==> config.mk <==
export PLATFORM = sky130hd
export DESIGN_NAME = merge_wbuf
export DESIGN_NICKNAME = d
export VERILOG_FILES = /design/src/rtl/mwb_pkg.sv /design/src/rtl/mwb_order.sv /design/src/rtl/mwb_slot.sv /design/src/rtl/mwb_match.sv /design/src/rtl/merge_wbuf.sv
export SDC_FILE = /design/constraint.sdc
export NUM_CORES = 2
export LEC_CHECK = 0
export BUFFER_PORTS_ARGS = -buffer_cell sky130_fd_sc_hd__clkbuf_2
export CAP_MARGIN = 20
export CORE_UTILIZATION = 40
export CTS_BUF_LIST = sky130_fd_sc_hd__clkbuf_16
export DETAILED_ROUTE_END_ITERATION = 16
export SLEW_MARGIN = 5
export SYNTH_ARGS = -nofsm -noshare
export SYNTH_HDL_FRONTEND = slang
export SYNTH_SLANG_ARGS = --single-unit
export TNS_END_PERCENT = 5
==> constraint.sdc <==
create_clock -name clk -period 3.9 [get_ports clk]
set_input_delay 0.78 -clock clk [delete_from_list [all_inputs] [get_ports clk]]
set_output_delay 0.78 -clock clk [all_outputs]
set_load 0.01 [all_outputs]
==> src/rtl/mwb_pkg.sv <==
package mwb_pkg;
    localparam int DATA_W = 32;
    localparam int WORDS  = 4;
    localparam int ADDR_W = 16;
    localparam int OFS_W  = $clog2(WORDS);
    localparam int BLK_W  = ADDR_W - OFS_W;

    typedef logic [BLK_W-1:0]  blk_t;
    typedef logic [OFS_W-1:0]  wsel_t;
    typedef logic [DATA_W-1:0] word_t;
    typedef logic [ADDR_W-1:0] addr_t;

    typedef struct packed {
        logic                         vld;
        blk_t                         blk;
        logic [WORDS-1:0]             wmask;
        logic [WORDS-1:0][DATA_W-1:0] data;
    } slot_t;

    function automatic blk_t blk_of(addr_t a);
        return a[ADDR_W-1:OFS_W];
    endfunction

    function automatic wsel_t word_of(addr_t a);
        return a[OFS_W-1:0];
    endfunction
endpackage

==> src/rtl/mwb_order.sv <==
module mwb_order #(
    parameter int N = 4,
    localparam int IDX_W = (N > 1) ? $clog2(N) : 1
) (
    input  logic             clk,
    input  logic             rst,
    input  logic             push,
    input  logic             pop,
    output logic [IDX_W-1:0] head,
    output logic [IDX_W-1:0] tail,
    output logic             full,
    output logic             empty
);
    localparam logic [IDX_W-1:0] LAST = IDX_W'(N - 1);
    logic [IDX_W:0] cnt;

    always_ff @(posedge clk) begin
        if (rst) begin
            head <= '0;
            tail <= '0;
            cnt  <= '0;
        end else begin
            if (push) tail <= (tail == LAST) ? '0 : tail + 1'b1;
            if (pop)  head <= (head == LAST) ? '0 : head + 1'b1;
            case ({push, pop})
                2'b10:   cnt <= cnt + 1'b1;
                2'b01:   cnt <= cnt - 1'b1;
                default: cnt <= cnt;
            endcase
        end
    end

    assign full  = (cnt == (IDX_W+1)'(N));
    assign empty = (cnt == '0);

    p_no_overflow_r6: assert property (@(posedge clk) disable iff (rst) push |-> !full);
    p_no_underflow_r5: assert property (@(posedge clk) disable iff (rst) pop |-> !empty);
endmodule

==> src/rtl/mwb_slot.sv <==
module mwb_slot
    import mwb_pkg::*;
(
    input  logic  clk,
    input  logic  rst,
    input  logic  alloc,
    input  logic  merge,
    input  logic  clear,
    input  blk_t  blk,
    input  wsel_t wsel,
    input  word_t wdata,
    output slot_t st
);
    always_ff @(posedge clk) begin
        if (rst) begin
            st <= '0;
        end else begin
            if (clear) begin
                st.vld   <= 1'b0;
                st.wmask <= '0;
            end
            if (alloc) begin
                st.vld         <= 1'b1;
                st.blk         <= blk;
                st.wmask       <= '0;
                st.wmask[wsel] <= 1'b1;
                st.data        <= '0;
                st.data[wsel]  <= wdata;
            end else if (merge) begin
                st.wmask[wsel] <= 1'b1;
                st.data[wsel]  <= wdata;
            end
        end
    end

    p_alloc_free_slot_r2: assert property (@(posedge clk) disable iff (rst) alloc |-> !st.vld);
    p_merge_live_slot_r3: assert property (@(posedge clk) disable iff (rst) merge |-> (st.vld && !clear));
endmodule

==> src/rtl/mwb_match.sv <==
module mwb_match
    import mwb_pkg::*;
#(
    parameter int N = 4,
    localparam int IDX_W = (N > 1) ? $clog2(N) : 1
) (
    input  logic             clk,
    input  logic             rst,
    input  slot_t            slots [N],
    input  logic [IDX_W-1:0] head,
    input  blk_t             wr_blk,
    input  blk_t             pr_blk,
    input  wsel_t            pr_wsel,
    output logic             merge_hit,
    output logic [IDX_W-1:0] merge_idx,
    output logic             probe_hit
);
    logic [N-1:0] mhit;
    logic [N-1:0] phit;

    for (genvar i = 0; i < N; i++) begin : g_cmp
        assign mhit[i] = slots[i].vld && (slots[i].blk == wr_blk) && (IDX_W'(i) != head);
        assign phit[i] = slots[i].vld && (slots[i].blk == pr_blk) && slots[i].wmask[pr_wsel];
    end

    always_comb begin
        merge_idx = '0;
        for (int i = N - 1; i >= 0; i--) begin
            if (mhit[i]) merge_idx = IDX_W'(i);
        end
    end

    assign merge_hit = |mhit;
    assign probe_hit = |phit;

    p_single_target_r3: assert property (@(posedge clk) disable iff (rst) $onehot0(mhit));
endmodule

==> src/rtl/merge_wbuf.sv <==
module merge_wbuf
    import mwb_pkg::*;
#(
    parameter int NUM_ENT = 4,
    localparam int IDX_W = (NUM_ENT > 1) ? $clog2(NUM_ENT) : 1
) (
    input  logic                    clk,
    input  logic                    rst,
    input  logic                    wr_valid,
    output logic                    wr_ready,
    input  logic [ADDR_W-1:0]       wr_addr,
    input  logic [DATA_W-1:0]       wr_data,
    output logic                    mem_valid,
    input  logic                    mem_ready,
    output logic [BLK_W-1:0]        mem_blk_addr,
    output logic [WORDS-1:0]        mem_mask,
    output logic [WORDS*DATA_W-1:0] mem_data,
    input  logic [ADDR_W-1:0]       probe_addr,
    output logic                    probe_hit
);
    slot_t            slots [NUM_ENT];
    logic [IDX_W-1:0] head, tail, merge_idx;
    logic             full, empty, merge_hit;
    logic             wr_fire, do_merge, do_alloc, drain;

    mwb_match #(.N(NUM_ENT)) u_match (
        .clk(clk), .rst(rst), .slots(slots), .head(head),
        .wr_blk(blk_of(wr_addr)), .pr_blk(blk_of(probe_addr)),
        .pr_wsel(word_of(probe_addr)),
        .merge_hit(merge_hit), .merge_idx(merge_idx), .probe_hit(probe_hit)
    );

    assign wr_ready = merge_hit || !full;
    assign wr_fire  = wr_valid && wr_ready;
    assign do_merge = wr_fire && merge_hit;
    assign do_alloc = wr_fire && !merge_hit;
    assign drain    = mem_valid && mem_ready;

    mwb_order #(.N(NUM_ENT)) u_order (
        .clk(clk), .rst(rst), .push(do_alloc), .pop(drain),
        .head(head), .tail(tail), .full(full), .empty(empty)
    );

    for (genvar i = 0; i < NUM_ENT; i++) begin : g_slot
        mwb_slot u_slot (
            .clk(clk), .rst(rst),
            .alloc(do_alloc && (tail == IDX_W'(i))),
            .merge(do_merge && (merge_idx == IDX_W'(i))),
            .clear(drain && (head == IDX_W'(i))),
            .blk(blk_of(wr_addr)), .wsel(word_of(wr_addr)), .wdata(wr_data),
            .st(slots[i])
        );
    end

    assign mem_valid    = !empty;
    assign mem_blk_addr = slots[head].blk;
    assign mem_mask     = slots[head].wmask;
    assign mem_data     = slots[head].data;

    p_hold_offer_r4: assert property (@(posedge clk) disable iff (rst)
        (mem_valid && !mem_ready) |=> (mem_valid && $stable(mem_blk_addr)
                                       && $stable(mem_mask) && $stable(mem_data)));
    p_mask_present_r2: assert property (@(posedge clk) disable iff (rst)
        mem_valid |-> (mem_mask != '0));
    p_stall_needs_backlog_r6: assert property (@(posedge clk) disable iff (rst)
        !wr_ready |-> mem_valid);
    p_store_lands_r9: assert property (@(posedge clk) disable iff (rst)
        (wr_valid && wr_ready) |=> mem_valid);
endmodule

==> out/results.txt <==
status: complete, no violations
WS Path Type: reg -> out
Starting Density: 40.8%
internal cell power: 10900 µW
die width: 267 µm
WP data arrival: 2.80 ns
root buf cell: clkbuf_16
CP Max Fanout: 8
Total Die Area: 0.0715 mm²
Routed WL per cell: 22.8 µm
CTS clk-pin slew, worst paths: 0.06 ns
post-synthesis sequential area ratio: 42.3%
GP Congestion: 0.871
Synth Instances: 2481
drt pass-1 iters: 5
clock power share: 39.4%
final antenna-violating net count: 0
RSZ-0062 raised after global routing: false
final number of setup-violating endpoints: 0
fin crit share: 91.9%
Post-Layout Inst Area: 0.0320 mm²
number of setup buffers added after CTS: 0
largest area contributor in the netlist: dfxtp_1
Worst-Skew Late Latency: 0.60 ns
syn_area_per_cell: 11.3 µm²
WP data required: 3.12 ns
Post-Synthesis Cell Area: 0.0282 mm²
fin. max-slew vios: 0
fmax: 0.279 GHz
FILL cells: 6345
initial antenna violation count: 4
Slew headroom: 35.0%
total track usage: 23.0%
Final nets: 2698
vias in the first global route: 19900
top cell type's share of synthesized area: 42.3%
DRC errors left: 0
vias post-DR: 19300
Sw Pwr: 4390 µW
Pwr Density: 476 mW/mm²
TritonCTS clock tree: yes
Worst Hold Class: reg -> reg
HPWL after detailed placement: 53.2 mm
DR vias/cell: 5.34
area taken by multi-input logic gates: 0.0152 mm²
Post-DP Area: 0.0299 mm²
Reg area: 0.0119 mm²
Seq pwr share: 42.2%
commonest cells in the synthesized netlist: dfxtp_1, mux2i_1, nand2b_1
main flop type after synthesis: dfxtp_1
final wirelength: 82.3 mm
row cnt: 96
Hold Vio Cnt, Final: 0
buffers added on ports: 216
Synth cell types: 38
most numerous cell in the Yosys netlist: dfxtp_1
sw frac: 28.8%
CP startpoint kind: flip-flop
area grow syn2layout: 13.7%
P_leak: 0.0134 µW
EDFF count, synth: 0
Post-CTS Resized: 0
DRT iter0 DRCs: 1072
fraction of layout cells with a size suffix above 1: 19.7%
Die H: 267 µm
critical path endpoint category: output port
synth warn: 0
CTS max path bufs: 3
Synth Register Bits: 595
post-synth net total: 2559
Num CTS Buffers: 68
Fin Clk Skew: 0.0184 ns
Core ar.: 0.0691 mm²
largest cells by area after synthesis: dfxtp_1, mux2i_1, mux4_2, nand2b_1, xnor2_1
min Tclk post-route: 3.58 ns
largest net degree at the start of global routing: 276
hold buffer count at cts: 0
FFs w/ async S/R, synth: 0%
Max-Cap Viols: 0
worst slew pin tran: 0.974 ns
VDD IR-drop max: 0.370 mV
first-pass GRT wire length: 124 mm
Sink Count: 595
maximum level of the CTS H-tree: 3
IO Count: 217
Fin Setup TNS: 0 ns
Congestion Overflow GR: 0
Comb power frac: 18.3%
-- worst max-delay path, stage by stage, from the launching register on --
cell      delay (ns)
dfxtp_4         0.44
inv_1           0.10
ha_1            0.22
nor2b_1         0.20
nand4_1         0.16
nor4_2          0.60
nor3_1          0.13
nand2_1         0.19
clkbuf_2        0.16
-- worst paths after layout --
path	cells after the start	slack (ns)	startpoint	endpoint
max	8	0.32	u_order.head[1]	wr_ready
min	2	0.47	g_slot[1].u_slot.st[58]	g_slot[1].u_slot.st[58]
max reg2reg	14	0.47	u_order.head[1]	u_order.cnt[2]
min reg2reg	2	0.47	g_slot[1].u_slot.st[58]	g_slot[1].u_slot.st[58]
-- state kept, by name, indices dropped and copies added (netlist names) --
signal and count:
u_order.tail 2, u_order.head 2, u_order.cnt 3, g_slot.u_slot.st 588
-- stage by stage --
step | setup WS (ns) | util (%) | instances | total power [µW] | hold slack (ns)
finish | 0.318 | 46.4 | 3603 | 15300 | 0.467
global route | 0.0846 | 46.4 | 3602 | 15800 | 0.481
CTS | 0.279 | 46.4 | 3602 | 15400 | 0.471
detailed placement | 0.265 | 43.4 | 3481 | 9380 | 0.459
global placement | 0.257 | 43.4 | 3481 | 9360 | 0.455
floorplan | 0.505 | - | 2481 | 8460 | 0.445
-- placed cells by master, fill, tap and decap left out, types with 3 or more instances in the layout --
cell type / n
and2_1: 3
mux2i_1: 570
bufinv_16: 3
inv_1: 25
nor2_1: 71
nor3_1: 4
a21boi_4: 8
clkbuf_16: 69
nand4_1: 26
buf_4: 26
o21ai_4: 8
nand2_1: 145
xnor2_1: 92
nor2b_1: 7
nand3_1: 8
buf_12: 17
dfxtp_1: 593
nor4_1: 5
a21oi_1: 12
clkinv_2: 12
a32o_1: 16
nor2_2: 4
ha_1: 9
clkinv_1: 15
nand2b_1: 514
clkbuf_2: 215
xor2_1: 22
mux4_2: 150
-- final cells by class --
| type | instances | share of cell area (%) |
|---|---|---|
| Multi-Input combinational cell | 1688 | 47.5 |
| Sequential cell | 595 | 37.2 |
| Clock buffer | 69 | 5.39 |
| Timing Repair Buffer | 259 | 5.08 |
| Tap cell | 931 | 3.64 |
| Clock inverter | 52 | 1.06 |
| Inverter | 8 | 0.0938 |
| Antenna cell | 1 | 0.00782 |
-- power groups by stage --
stage | logic, µW | clock network [µW] | registers, µW
floorplan | 1970 | 0 | 6490
global placement | 2800 | 0 | 6560
detailed placement | 2810 | 0 | 6570
CTS | 2820 | 6140 | 6440
global route | 2950 | 6410 | 6460
finish | 2800 | 6010 | 6440
-- metal layers --
| layer | global-route usage [%] | part of all wire, % |
|---|---|---|
| met2 | 37.6 | 47 |
| met3 | 4.74 | 5.5 |
| met5 | 0 | 0.044 |
| met4 | 8.73 | 3.5 |
| met1 | 29.8 | 44 |
-- logic make-up after synthesis --
group                    count (synthesis)  share of synthesized area, %
AND/OR/NAND/NOR                        797                          15.8
multiplexers                           720                          32.3
flip-flops                             595                          42.3
buffers and inverters                  198                          3.94
XOR/XNOR                               114                          3.55
AO/OA/AOI/OAI                           47                          1.64
adder cells (fa/ha/maj)                 10                         0.471
No activity file was read; power rests on OpenSTA's default activity.
